`src/rtl/xpw_pkg.sv`:
```
package xpw_pkg;
    typedef enum logic [1:0] {
        S_IDLE  = 2'd0,
        S_ISSUE = 2'd1,
        S_WAIT  = 2'd2,
        S_DONE  = 2'd3
    } walk_state_e;

    typedef enum logic [2:0] {
        FLT_NONE     = 3'd0,
        FLT_NP_PTR   = 3'd1,
        FLT_NP_DIR   = 3'd2,
        FLT_NP_PT    = 3'd3,
        FLT_PROT_DIR = 3'd4,
        FLT_PROT_PT  = 3'd5
    } walk_fault_e;

    localparam int FLAG_PRESENT = 0;
    localparam int FLAG_WRITE   = 1;
    localparam int FLAG_USER    = 2;
    localparam int FLAG_BIG     = 7;
endpackage

```
`src/rtl/xpw_entry_addr.sv`:
```
module xpw_entry_addr #(
    parameter int LA_W   = 32,
    parameter int PA_W   = 36,
    parameter int PG_OFF = 12,
    parameter int IDX_W  = 9,
    parameter int ENT_SH = 3
) (
    input  logic [PA_W-PG_OFF-1:0] base_frame,
    input  logic [1:0]             lvl,
    input  logic [LA_W-1:PG_OFF]   vpn,
    output logic [PA_W-1:0]        addr
);
    localparam int TOP_W = LA_W - PG_OFF - 2*IDX_W;

    logic [IDX_W-1:0] idx;

    always_comb begin
        unique case (lvl)
            2'd0:    idx = IDX_W'(vpn[LA_W-1 -: TOP_W]);
            2'd1:    idx = vpn[PG_OFF+2*IDX_W-1 -: IDX_W];
            default: idx = vpn[PG_OFF+IDX_W-1 -: IDX_W];
        endcase
    end

    assign addr = {base_frame, {PG_OFF{1'b0}}} + (PA_W'(idx) << ENT_SH);
endmodule

```
`src/rtl/xpw_entry_eval.sv`:
```
module xpw_entry_eval
    import xpw_pkg::*;
#(
    parameter int PA_W   = 36,
    parameter int ENT_W  = 64,
    parameter int PG_OFF = 12
) (
    input  logic [ENT_W-1:0]       entry,
    input  logic                   at_dir,
    input  logic                   is_write,
    input  logic                   is_user,
    output logic                   present,
    output logic                   allowed,
    output logic                   big,
    output logic [PA_W-PG_OFF-1:0] frame
);
    logic unused_bits;
    assign unused_bits = ^{entry[ENT_W-1:PA_W], entry[PG_OFF-1:FLAG_BIG+1], entry[FLAG_BIG-1:FLAG_USER+1]};

    assign present = entry[FLAG_PRESENT];
    assign allowed = (!is_write || entry[FLAG_WRITE]) && (!is_user || entry[FLAG_USER]);
    assign big     = at_dir && entry[FLAG_BIG];
    assign frame   = entry[PA_W-1:PG_OFF];
endmodule

```
`src/rtl/xpw_walker.sv`:
```
module xpw_walker
    import xpw_pkg::*;
#(
    parameter int LA_W   = 32,
    parameter int PA_W   = 36,
    parameter int ENT_W  = 64,
    parameter int PG_OFF = 12,
    parameter int IDX_W  = 9
) (
    input  logic                   clk,
    input  logic                   rst,
    input  logic                   xlat_en,
    input  logic [PA_W-PG_OFF-1:0] root_frame,
    input  logic                   req_valid,
    output logic                   req_ready,
    input  logic [LA_W-1:0]        req_laddr,
    input  logic                   req_write,
    input  logic                   req_user,
    output logic                   mem_rd_valid,
    input  logic                   mem_rd_ready,
    output logic [PA_W-1:0]        mem_rd_addr,
    input  logic                   mem_rsp_valid,
    input  logic [ENT_W-1:0]       mem_rsp_data,
    output logic                   rsp_valid,
    input  logic                   rsp_ack,
    output logic [PA_W-PG_OFF+PG_OFF-1:0] rsp_paddr,
    output logic [2:0]             rsp_code
);
    localparam int FRAME_W   = PA_W - PG_OFF;
    localparam int LARGE_OFF = PG_OFF + IDX_W;

    walk_state_e         st, st_n;
    walk_fault_e         code_q, code_n;
    logic [1:0]          lvl, lvl_n;
    logic [FRAME_W-1:0]  base_q, base_n;
    logic [LA_W-1:0]     laddr_q, laddr_n;
    logic                wr_q, wr_n, usr_q, usr_n;
    logic [PA_W-1:0]     paddr_q, paddr_n;

    logic                e_present, e_allowed, e_big;
    logic [FRAME_W-1:0]  e_frame;

    xpw_entry_addr #(.LA_W(LA_W), .PA_W(PA_W), .PG_OFF(PG_OFF), .IDX_W(IDX_W)) u_addr (
        .base_frame (base_q),
        .lvl        (lvl),
        .vpn        (laddr_q[LA_W-1:PG_OFF]),
        .addr       (mem_rd_addr)
    );

    xpw_entry_eval #(.PA_W(PA_W), .ENT_W(ENT_W), .PG_OFF(PG_OFF)) u_eval (
        .entry    (mem_rsp_data),
        .at_dir   (lvl == 2'd1),
        .is_write (wr_q),
        .is_user  (usr_q),
        .present  (e_present),
        .allowed  (e_allowed),
        .big      (e_big),
        .frame    (e_frame)
    );

    // Next-state and walk datapath
    always_comb begin
        st_n    = st;
        lvl_n   = lvl;
        base_n  = base_q;
        laddr_n = laddr_q;
        wr_n    = wr_q;
        usr_n   = usr_q;
        paddr_n = paddr_q;
        code_n  = code_q;
        unique case (st)
            S_IDLE: begin
                if (req_valid) begin
                    laddr_n = req_laddr;
                    wr_n    = req_write;
                    usr_n   = req_user;
                    code_n  = FLT_NONE;
                    lvl_n   = 2'd0;
                    if (xlat_en) begin
                        base_n  = root_frame;
                        paddr_n = '0;
                        st_n    = S_ISSUE;
                    end else begin
                        paddr_n = PA_W'(req_laddr);
                        st_n    = S_DONE;
                    end
                end
            end
            S_ISSUE: begin
                if (mem_rd_ready) st_n = S_WAIT;
            end
            S_WAIT: begin
                if (mem_rsp_valid) begin
                    if (!e_present) begin
                        code_n  = (lvl == 2'd0) ? FLT_NP_PTR :
                                  (lvl == 2'd1) ? FLT_NP_DIR : FLT_NP_PT;
                        paddr_n = '0;
                        st_n    = S_DONE;
                    end else if (lvl == 2'd0) begin
                        base_n = e_frame;
                        lvl_n  = 2'd1;
                        st_n   = S_ISSUE;
                    end else if (!e_allowed) begin
                        code_n  = (lvl == 2'd1) ? FLT_PROT_DIR : FLT_PROT_PT;
                        paddr_n = '0;
                        st_n    = S_DONE;
                    end else if (e_big) begin
                        paddr_n = {e_frame[FRAME_W-1:IDX_W], laddr_q[LARGE_OFF-1:0]};
                        st_n    = S_DONE;
                    end else if (lvl == 2'd1) begin
                        base_n = e_frame;
                        lvl_n  = 2'd2;
                        st_n   = S_ISSUE;
                    end else begin
                        paddr_n = {e_frame, laddr_q[PG_OFF-1:0]};
                        st_n    = S_DONE;
                    end
                end
            end
            S_DONE: begin
                if (rsp_ack) st_n = S_IDLE;
            end
            default: st_n = S_IDLE;
        endcase
    end

    // State register
    always_ff @(posedge clk) begin
        if (rst) begin
            st      <= S_IDLE;
            lvl     <= 2'd0;
            base_q  <= '0;
            laddr_q <= '0;
            wr_q    <= 1'b0;
            usr_q   <= 1'b0;
            paddr_q <= '0;
            code_q  <= FLT_NONE;
        end else begin
            st      <= st_n;
            lvl     <= lvl_n;
            base_q  <= base_n;
            laddr_q <= laddr_n;
            wr_q    <= wr_n;
            usr_q   <= usr_n;
            paddr_q <= paddr_n;
            code_q  <= code_n;
        end
    end

    // Outputs
    always_comb begin
        req_ready    = (st == S_IDLE);
        mem_rd_valid = (st == S_ISSUE);
        rsp_valid    = (st == S_DONE);
        rsp_paddr    = paddr_q;
        rsp_code     = code_q;
    end

    assert_rd_align_R2: assert property (@(posedge clk) disable iff (rst)
        mem_rd_valid |-> (mem_rd_addr[2:0] == 3'd0));

    assert_fault_zero_R4: assert property (@(posedge clk) disable iff (rst)
        (rsp_valid && rsp_code != 3'd0) |-> (rsp_paddr == '0));

    assert_code_range_R4: assert property (@(posedge clk) disable iff (rst)
        rsp_valid |-> (rsp_code <= 3'd5));

    assert_rsp_hold_R8: assert property (@(posedge clk) disable iff (rst)
        (rsp_valid && !rsp_ack) |=> (rsp_valid && $stable(rsp_paddr) && $stable(rsp_code)));

    assert_idle_excl_R8: assert property (@(posedge clk) disable iff (rst)
        req_ready |-> (!rsp_valid && !mem_rd_valid));

    assert_rd_hold_R9: assert property (@(posedge clk) disable iff (rst)
        (mem_rd_valid && !mem_rd_ready) |=> (mem_rd_valid && $stable(mem_rd_addr)));

    assert_rst_idle_R10: assert property (@(posedge clk) disable iff (rst)
        $past(rst) |-> (req_ready && !mem_rd_valid && !rsp_valid));
endmodule

```
`config.mk`:
```
export PLATFORM = sky130hd
export DESIGN_NAME = xpw_walker
export DESIGN_NICKNAME = d
export VERILOG_FILES = /design/src/rtl/xpw_pkg.sv /design/src/rtl/xpw_entry_addr.sv /design/src/rtl/xpw_entry_eval.sv /design/src/rtl/xpw_walker.sv
export SDC_FILE = /design/constraint.sdc
export NUM_CORES = 1
export LEC_CHECK = 0
export ABC_AREA = 1
export BUFFER_PORTS_ARGS = -buffer_cell sky130_fd_sc_hd__buf_4
export CORE_MARGIN = 4
export CORE_UTILIZATION = 40
export DETAILED_ROUTE_END_ITERATION = 8
export PLACE_DENSITY = 0.79
export SLEW_MARGIN = 10
export SYNTH_ARGS = -nofsm -noshare
export SYNTH_HDL_FRONTEND = slang
export SYNTH_HIERARCHICAL = 1
export SYNTH_SLANG_ARGS = --single-unit
```
`constraint.sdc`:
```
create_clock -name clk -period 2.4 [get_ports clk]
set_input_delay 0.6 -clock clk [delete_from_list [all_inputs] [get_ports clk]]
set_output_delay 0.6 -clock clk [all_outputs]
set_load 0.05 [all_outputs]
```
Word level (Yosys, flattened, before mapping)
Cells that the tools add are included.
Widths: inputs -> output; s select.
- add/subtract/negate cells: 1
- equal/unequal tests: 16
- multiplexer cells: 47
- reductions and logical operators: 15
- operators with widths (kind ; number):
    $mux 36 ; 7
    $mux 24 ; 8
    $pmux 36 s2 ; 1
    $pmux 24 s2 ; 1
    $add 36x12->36 ; 1
    $mux 2 ; 18
    $mux 32 ; 1
    $pmux 9 s2 ; 1
    $mux 3 ; 5
    $ne 3x3->1 const B ; 4
    $reduce_and 5->1 ; 2
    $ne 2x2->1 const B ; 4
    $pmux 2 s4 ; 1
    $reduce_and 8->1 ; 1
    $reduce_and 7->1 ; 1
    $pmux 3 s2 ; 1
    $ne 5x5->1 const B ; 1
    $eq 2x1->1 const B ; 2
    $eq 2x2->1 const B ; 2
    $logic_not 2->1 ; 2
    $ne 2x1->1 const B ; 2
    $pmux 2 s2 ; 1
    $reduce_and 4->1 ; 1
    $ne 3x2->1 const B ; 1
    6 further kinds ; 10
- flip-flop bits (word level): 101
- bits of input ports: 129
- output and inout port bits: 78
- logic and storage cells: 87

Longest topological paths before layout
Gate-level depths: netlist of run 1.
- word-level depth: 8
- mapped depth: 15
- gate-level depth less buffers: 13

Modules after synthesis
Netlist of run 1, hierarchy kept.
- by module, submodules not included (module ; instances ; cells each ; area each (um2) ; seq. area each (um2)):
    xpw_walker ; 1 ; 807 ; 5082.4 ; 2021.9
    xpw_entry_addr ; 1 ; 61 ; 372.9 ; 0.0
    xpw_entry_eval ; 1 ; 33 ; 217.7 ; 0.0

Worst setup path after synthesis of run 1
No wires, ideal clock.
- path kind: flip-flop to output port
- start point: register st[1]
- end point: output port mem_rd_valid
- arrival: 1.184 ns
- data required time: 1.800 ns
- path slack: 0.616 ns
- stages on the path, launching flop included: 3
- path buffers: 1
- cell sequence: dfxtp_1 > buf_4 > nor2_1
- longest elaborated chain between the ends: 1
- RTL lines (what ; line ; source):
    start: declaration ; xpw_walker.sv:32 ; walk_state_e st, st_n;
    start signal: assignment ; xpw_walker.sv:139 ; st <= st_n;
    $eq 2x1->1 ; xpw_walker.sv:153 ; mem_rd_valid = (st == S_ISSUE);
    end: declaration ; xpw_walker.sv:19 ; output logic mem_rd_valid,
Every way passes these cells.

Worst setup path after layout of run 1
- start point: register st[1]
- end point: output port rsp_valid
- longest elaborated chain between the ends: 1
- RTL lines (what ; line ; source):
    $eq 2x2->1 ; xpw_walker.sv:154 ; rsp_valid = (st == S_DONE);
    end: declaration ; xpw_walker.sv:24 ; output logic rsp_valid,
Every way passes these cells.

==> flow_summary.ini, run 1 <==
[sta]
timing_hold_violations_final = 0
slew_headroom = 0.6028
fin_skew_ps = 7.702
rsz0062_at_grt = false
period_minus_slack_ps = 2068
hold_slack_ps = 428.6
min_period_over_period = 0.8615
setup_viol = 0
maxSlewViolCount = 0
tns_ps = 0
fin_ws_ps = 332.3
tightest_slew_ps = 595.0
fmax_mhz = 483.6

[critical_path]
critPathArrivalTime_ps = 1470
worstSetupPathType = reg -> out
start_kind = flop
cpMaxStageDelayCell = dfxtp_1
max_stage_delay_ps = 510
cp_max_fo = 13
cpMostUsedCell = buf_4
cp.required_ps = 1800
path_cells = buf_4 > nand2_1 > inv_1 > buf_4
cp-end-kind = output pin

[synth]
yosysWarnings = 6
ys_ff_latch = 101
ys.flop_type = dfxtp_1
postSynthCellCount = 901
synth_edf_count = 0
avgSynthCellArea_sq_um = 6.296
synth_cell_type_count = 27
seq_area_frac_synth = 0.3564
async_flop_share = 0
syn_area_sq_um = 5673

[route]
drt-total-wl_um = 16990
ant_nets = 0
vias = 5677
avgViaCountPerCell = 4.811
drc = 0
drtIter0Drc = 377
first_pass_iters = 6
avgRoutedWirePerCell_um = 14.40

[clock_tree]
cts.sinks = 101
cts_hold_buffers = 0
cts_resized = 0
clock_latency_ps = 350
htree_levels = 3
cts_root_buf = clkbuf_16
cts_tree = done
post_cts_buffers = 0
clockBufferDepth = 2
clkSlewWorstSetupHoldPaths_ps = 70
numCtsBuffers = 9

[placed_design]
hpwl_um = 12730
dpl_worst_slack_ps = 342.7
gp_congestion = 0.8350
io_buffers = 167
placed_area_sq_um = 6633
placedCellCount = 1164

[finish]
area_growth_pct = 21.86
diodes = 0
design_area_sq_um = 6913
layout_common_cells = nand2_1, buf_4, nor2_1, dfxtp_1, inv_1
layout.cells.non_filler = 1180
drive_gt1_frac = 0.2260
post-route-util = 0.4980
final_nets = 1124
final_common_cell = nand2_1

[grt]
grt_usage = 0.2088
grt-busiest-layer = met2
use_met1 = 0.2861
overflow = 0
grt_max_degree = 35
grt_pass1_wl_um = 26900
grt_use_met3 = 0.04055
grt_pass1_vias = 5319
grtUsageMet2 = 0.3328
antenna_found_initial = 0

[floorplanning]
fp.dieH_um = 127.1
die_w_um = 127.1
die_area_sq_um = 16150
row_count = 43
core-area_sq_um = 13880
initial_core_util = 0.4087
io_pins = 207

[power]
power.total_mw = 8.052
leakagePower_nw = 3.687
vdd_ir_drop_max_mv = 0.4211
powerDensity_nw_per_um2 = 1165

[status]
outcome = completed

[run]
drv_cap = 0

[worst_hold_path]
min_path_type = in -> reg
critical path: cells and delay by family (launching register included):
family        cells  cell delay, ps
buf+inv           3             540
flops             1             510
simple gates      1              70
logic make-up after synthesis:
logic type,Yosys count,share of synthesized area
AND/OR/NAND/NOR,506,0.3736
buffers and inverters,210,0.1917
flip-flops,101,0.3564
AO/OA/AOI/OAI,83,0.07764
other,1,0.0006610
final timing paths:
path	startpoint	end	slack, ps	cells after the start
worst min register to register	rsp_paddr[4]	rsp_paddr[4]	480	2
worst min-delay path	rst	lvl[0]	430	2
worst max-delay path	st[1]	rsp_valid	330	4
worst max register to register	st[0]	rsp_paddr[13]	410	7
area by class of cell:
type | instances | area [sq um]
inverter | 106 | 400.4
sequential | 101 | 2022
timing repair buffer | 185 | 1414
tap | 180 | 225.2
clock inverter | 6 | 51.30
clock buffer | 10 | 229.0
multi-input combinational | 592 | 2571
fill | 1458 | 6968
report_power, final:
group,total [mW],switching [mW],internal (mW)
Clock,1.42,0.692,0.723
Combinational,4.24,2.97,1.27
Sequential,2.40,0.256,2.14
Total,8.05,3.92,4.13
flip-flops by register name (all words and copies together), names as in the netlist:
name	cells
rsp_paddr	36
wr_q	1
st	2
lvl	2
rsp_code	3
base_q	24
laddr_q	32
usr_q	1
layer usage:
| metal | wire length, um | up-vias |
|---|---|---|
| met4 | 347 | 0 |
| met3 | 1324 | 27 |
| met5 | 0 | - |
| met1 | 7480 | 2510 |
| met2 | 7842 | 230 |
| li1 | - | 2910 |
Yosys cell counts (all sizes together) (3+ instances only):
library cell,count,area share
nand2,224,0.15
nor2,184,0.13
inv,105,0.070
dfxtp,101,0.36
buf,87,0.11
nand3,72,0.066
o21ai,70,0.062
nand4,25,0.028
clkbuf,17,0.011
a21boi,9,0.012
a21oi,3,0.0026
(Power assumes the default switching activity.)
==> inputs of run 2 (changes only) <==
- CORE_ASPECT_RATIO: default -> 1.1
- CORE_MARGIN: 4 -> 1
- clock period: 2.4 -> 2.58 ns (I/O delays scaled with it)
==> run 2 against run 1 <==
Register-to-register slack got worse by 40 ps. First-iteration DRC count rose by 31%. Flip-flop and latch count did not move. Die area fell by 9.2%. Critical path type is now reg -> reg.
==> flow_summary.ini, run 2 (synthesis results as in run 1) <==
[finish]
layout.cells.non_filler = 1184
drive_gt1_frac = 0.2229
final_nets = 1120
area_growth_pct = 21.61
layout_common_cells = nand2_1, nor2_1, buf_4, dfxtp_1, inv_1
largest_reg_flops = 36
diodes = 0
final_common_cell = nand2_1

[sta]
setup_viol = 0
timing_hold_violations_final = 0
period_minus_slack_ps = 2213
maxSlewViolCount = 0
fmax_mhz = 451.8
slew_headroom = 0.5888
rsz0062_at_grt = false
min_period_over_period = 0.8578
tns_ps = 0
fin_skew_ps = 8.540
tightest_slew_ps = 616.0

[clock_tree]
cts_tree = done
numCtsBuffers = 9
clockBufferDepth = 2
htree_levels = 3
post_cts_buffers = 0
clkSlewWorstSetupHoldPaths_ps = 70
cts_root_buf = clkbuf_16
cts_hold_buffers = 0
cts_resized = 0
cts.sinks = 101
clock_latency_ps = 350

[power]
powerDensity_nw_per_um2 = 1093
vdd_ir_drop_max_mv = 0.4513
leakagePower_nw = 3.671
seqPwrFrac = 0.295
p_int_mw = 3.917
swShare = 0.4803
power.share.combinational = 0.519
clkPwrFrac = 0.186
power_switching_mw = 3.620

[critical_path]
cp.required_ps = 2870
cp-end-kind = flop
worstSetupPathType = reg -> reg
critPathArrivalTime_ps = 2500
cp_max_fo = 26
start_kind = flop

[floorplanning]
fp.dieH_um = 126.9
row_count = 45
io_pins = 207
core-area_sq_um = 13850
die_area_sq_um = 14660
initial_core_util = 0.4096
die_w_um = 115.5

[run]
drv_cap = 0

[route]
drt-total-wl_um = 16500
drtIter0Drc = 493
drc = 0
ant_nets = 0
avgRoutedWirePerCell_um = 13.93
avgViaCountPerCell = 4.754
first_pass_iters = 5
vias = 5629

[placed_design]
placedCellCount = 1168
gp_congestion = 0.8374
hpwl_um = 11970
io_buffers = 167

[grt]
overflow = 0
grt_pass1_vias = 5085
grt_pass1_wl_um = 25470
grt_usage = 0.2274
antenna_found_initial = 0
grt_max_degree = 58

[status]
outcome = completed

[worst_hold_path]
min_path_type = in -> reg
[run 2: cell count changes in the layout (fill, tap and decap cells not counted)]
cell,before,now
buf_12,2,1
buf_4,183,180
bufinv_16,0,1
inv_8,1,0
[run 2: through the flow]
| step | setup WS [ps] | util | hold slack, ps | cell area, sq um | total power [mW] |
|---|---|---|---|---|---|
| after floorplan | 751.5 | - | 455.4 | 5680 | 5.368 |
| after global placement | 152.1 | 0.4765 | 462.4 | 6600 | 6.119 |
| after detailed placement | 150.8 | 0.4765 | 472.1 | 6600 | 6.165 |
| after CTS | 353.7 | 0.4981 | 458.6 | 6899 | 7.585 |
| after global routing | 82.56 | 0.4981 | 472.8 | 6899 | 8.058 |
| final | 366.8 | 0.4981 | 474.3 | 6899 | 7.538 |
[run 2: worst paths after layout]
path                            depth (start not counted)  slack [ps]          from           end
worst max-delay path                                    8         370         st[0]    base_q[19]
worst min-delay path                                    2         470           rst         st[0]
worst max register to register                          8         370         st[0]    base_q[19]
worst min register to register                          2         490  rsp_paddr[5]  rsp_paddr[5]
[run 2: layout make-up]
class	instances	area, sq um
clock buffers	10	229.0
multi-input cells	592	2571
well taps	188	235.2
clock inverters	6	70.07
fillers	1463	6952
inverters	106	400.4
flip-flops and latches	101	2022
repair buffers	181	1371
[run 2: per-layer routing]
layer,global-route usage,share of wire,vias to the layer above
li1,-,-,2893
met1,0.2891,0.44,2502
met2,0.3748,0.47,211
met3,0.04539,0.068,23
met4,0.08938,0.025,0
met5,0,0,-
[run 2: power groups by stage]
stage / Combinational (mW) / Clock [mW] / Sequential [mW]
after detailed placement: 3.91 / 0 / 2.26
after floorplan: 2.50 / 0 / 2.87
final: 3.91 / 1.41 / 2.22
after CTS: 3.92 / 1.44 / 2.22
after global routing: 4.29 / 1.50 / 2.27
after global placement: 3.88 / 0 / 2.24
[run 2: critical path, stage by stage (launching register included)]
cell and delay (ps):
dfxtp_1 430, inv_2 230, nand2_4 330, inv_2 110, nand2_2 250, nand3_2 450
nand2_1 200, inv_2 40, nor2_1 90
==> inputs of run 3 (changes only) <==
- ABC_AREA: 1 -> default
- PLACE_DENSITY: 0.79 -> 0.8
==> run 3 against run 2 <==
Global-route usage about the same. First-iteration DRC count down 41%. Sequential power down 18%. Highest routed layer unchanged. Final area down 6.0%. Largest power group is now sequential cells.
==> flow_summary.ini, run 3 <==
[sta]
slew_headroom = 0.1880
maxSlewViolCount = 0
rsz0062_at_grt = false
setup_viol = 0
timing_hold_violations_final = 0
period_minus_slack_ps = 2374
tightest_slew_ps = 1215
min_period_over_period = 0.9203
hold_slack_ps = 459.0
fmax_mhz = 421.2
fin_skew_ps = 9.335
tns_ps = 0

[power]
power.share.combinational = 0.300
clkPwrFrac = 0.335
leakagePower_nw = 2.660
swShare = 0.3353
vdd_ir_drop_max_mv = 0.3906
seqPwrFrac = 0.366
p_int_mw = 3.298
powerDensity_nw_per_um2 = 765.5
power_switching_mw = 1.664

[route]
drt-total-wl_um = 15220
avgRoutedWirePerCell_um = 18.49
drtIter0Drc = 293
ant_nets = 0
first_pass_iters = 5
avgViaCountPerCell = 5.548
drc = 0
vias = 4566

[worst_hold_path]
min_path_type = reg -> reg

[critical_path]
crit_family = simple AND/OR/NAND/NOR gates
critPathArrivalTime_ps = 2520
cp-end-kind = flop
start_kind = flop
path_cells = nor2b_1 > and2_1 > nand2b_1 > a21boi_2 > nor2_4 > a211oi_1
cpMaxStageDelayCell = nor2_4
cp.required_ps = 2730
cp_max_fo = 32
max_stage_delay_ps = 920
worstSetupPathType = reg -> reg
crit_buf_inv = 0

[grt]
grt_pass1_wl_um = 23040
grt_max_degree = 43
antenna_found_initial = 0
grt_usage = 0.2271
overflow = 0
grt_pass1_vias = 4557

[clock_tree]
cts_hold_buffers = 0
htree_levels = 3
clockBufferDepth = 2
cts_root_buf = clkbuf_16
post_cts_buffers = 0
clock_latency_ps = 340
cts_resized = 0
cts_tree = done
cts.sinks = 101
numCtsBuffers = 9
clkSlewWorstSetupHoldPaths_ps = 70

[synth]
syn_area_sq_um = 5165
yosysWarnings = 6
yosys.cell_count.top_type = dfxtp_1
postSynthCellCount = 569
synth_top_area_frac = 0.3915
synth_area_leaders = dfxtp_1, a211oi_2, a21oi_1, buf_4, mux2i_1
avgSynthCellArea_sq_um = 9.077
ys_ff_latch = 101
async_flop_share = 0
synth_cell_type_count = 39
synth_common_cells = dfxtp_1, a21oi_1, nand2_1
synth.largest_area_cell = dfxtp_1
seq_area_frac_synth = 0.3915
synth_edf_count = 0
ys.flop_type = dfxtp_1

[finish]
drive_gt1_frac = 0.3919
layout_common_cells = buf_4, dfxtp_1, a21oi_1, nand2_1, a211oi_2
final_nets = 790
post-route-util = 0.5149
final_common_cell = buf_4
diodes = 0
n_fill_cell = 1172
largest_reg_flops = 36
area_growth_pct = 25.51

[floorplanning]
fp.dieH_um = 121.2
die_area_sq_um = 13370
io_pins = 207
die_w_um = 110.3
row_count = 43
core-area_sq_um = 12590
initial_core_util = 0.4103

[placed_design]
hpwl_um = 10830
io_buffers = 167
gp_congestion = 0.8697

[run]
drv_cap = 0

[status]
outcome = completed
run 3: cell count changes in the layout (fill, tap and decap cells not counted), sizes merged, moves of 5 or more:
cell | previous run | this run
nor2 | 184 | 11
nand2 | 224 | 75
inv | 108 | 3
a21oi | 3 | 96
nand3 | 72 | 0
o21ai | 70 | 7
a211oi | 0 | 58
a22oi | 0 | 33
mux2i | 0 | 30
nand4 | 25 | 5
mux2 | 0 | 9
a21boi | 9 | 1
a22o | 0 | 8
nor2b | 0 | 5
run 3: worst paths after layout:
kind	from	to	slack [ps]	cells after the start
setup / recovery	lvl[1]	rsp_paddr[1]	210	6
hold / removal	laddr_q[6]	laddr_q[6]	460	2
setup reg to reg	lvl[1]	rsp_paddr[1]	210	6
hold reg to reg	laddr_q[6]	laddr_q[6]	460	2
run 3: cells by family after synthesis:
kind of cell | count (synthesis) | synth area share
AND/OR/NAND/NOR | 111 | 0.09739
buffers and inverters | 108 | 0.1335
flip-flops | 101 | 0.3915
multiplexers | 39 | 0.07849
other | 1 | 0.0007260
AO/OA/AOI/OAI | 209 | 0.2984
run 3: metal layers:
layer  vias to the layer above  part of all wire  track usage  wire length, um
met5                         -                 0            0                0
met4                         0             0.029       0.1127              445
met3                        33             0.065      0.04189              993
met2                       182              0.49       0.3878             7487
met1                      2178              0.41       0.2688             6294
li1                       2173                 -            -                -
run 3: cell type report:
cell class	count	area, sq um	area share
Clock inverter	6	133.9	0.02065
Tap cell	157	196.4	0.03030
Clock buffer	10	239.0	0.03687
Multi-Input combinational cell	362	2486	0.3835
Inverter	3	11.26	0.001737
Timing Repair Buffer	184	1394	0.2150
Sequential cell	101	2022	0.3119
run 3: worst min-delay path, delay by kind of cell, from the launching register on:
family,cells,cell delay [ps]
AND/OR/NAND/NOR,1,50
AO/OA/AOI/OAI,1,50
flip-flops,1,310
run 3: per-stage QoR:
stage               instances  instance area (sq um)  setup slack, ps  power (mW)
global route              823                   6482            60.74       5.177
finish                    823                   6482            205.7       4.962
floorplan                 571                   5172            269.9       2.965
detailed placement        807                   6110           -14.23       3.341
global placement          807                   6110            108.2       3.292
CTS                       823                   6482            167.3       5.006
run 3: power by group through the flow:
stage / logic, mW / registers [mW] / clock network [mW]
floorplan: 0.913 / 2.05 / 0
global placement: 1.45 / 1.84 / 0
detailed placement: 1.49 / 1.85 / 0
CTS: 1.49 / 1.81 / 1.70
global route: 1.58 / 1.83 / 1.77
finish: 1.49 / 1.82 / 1.66
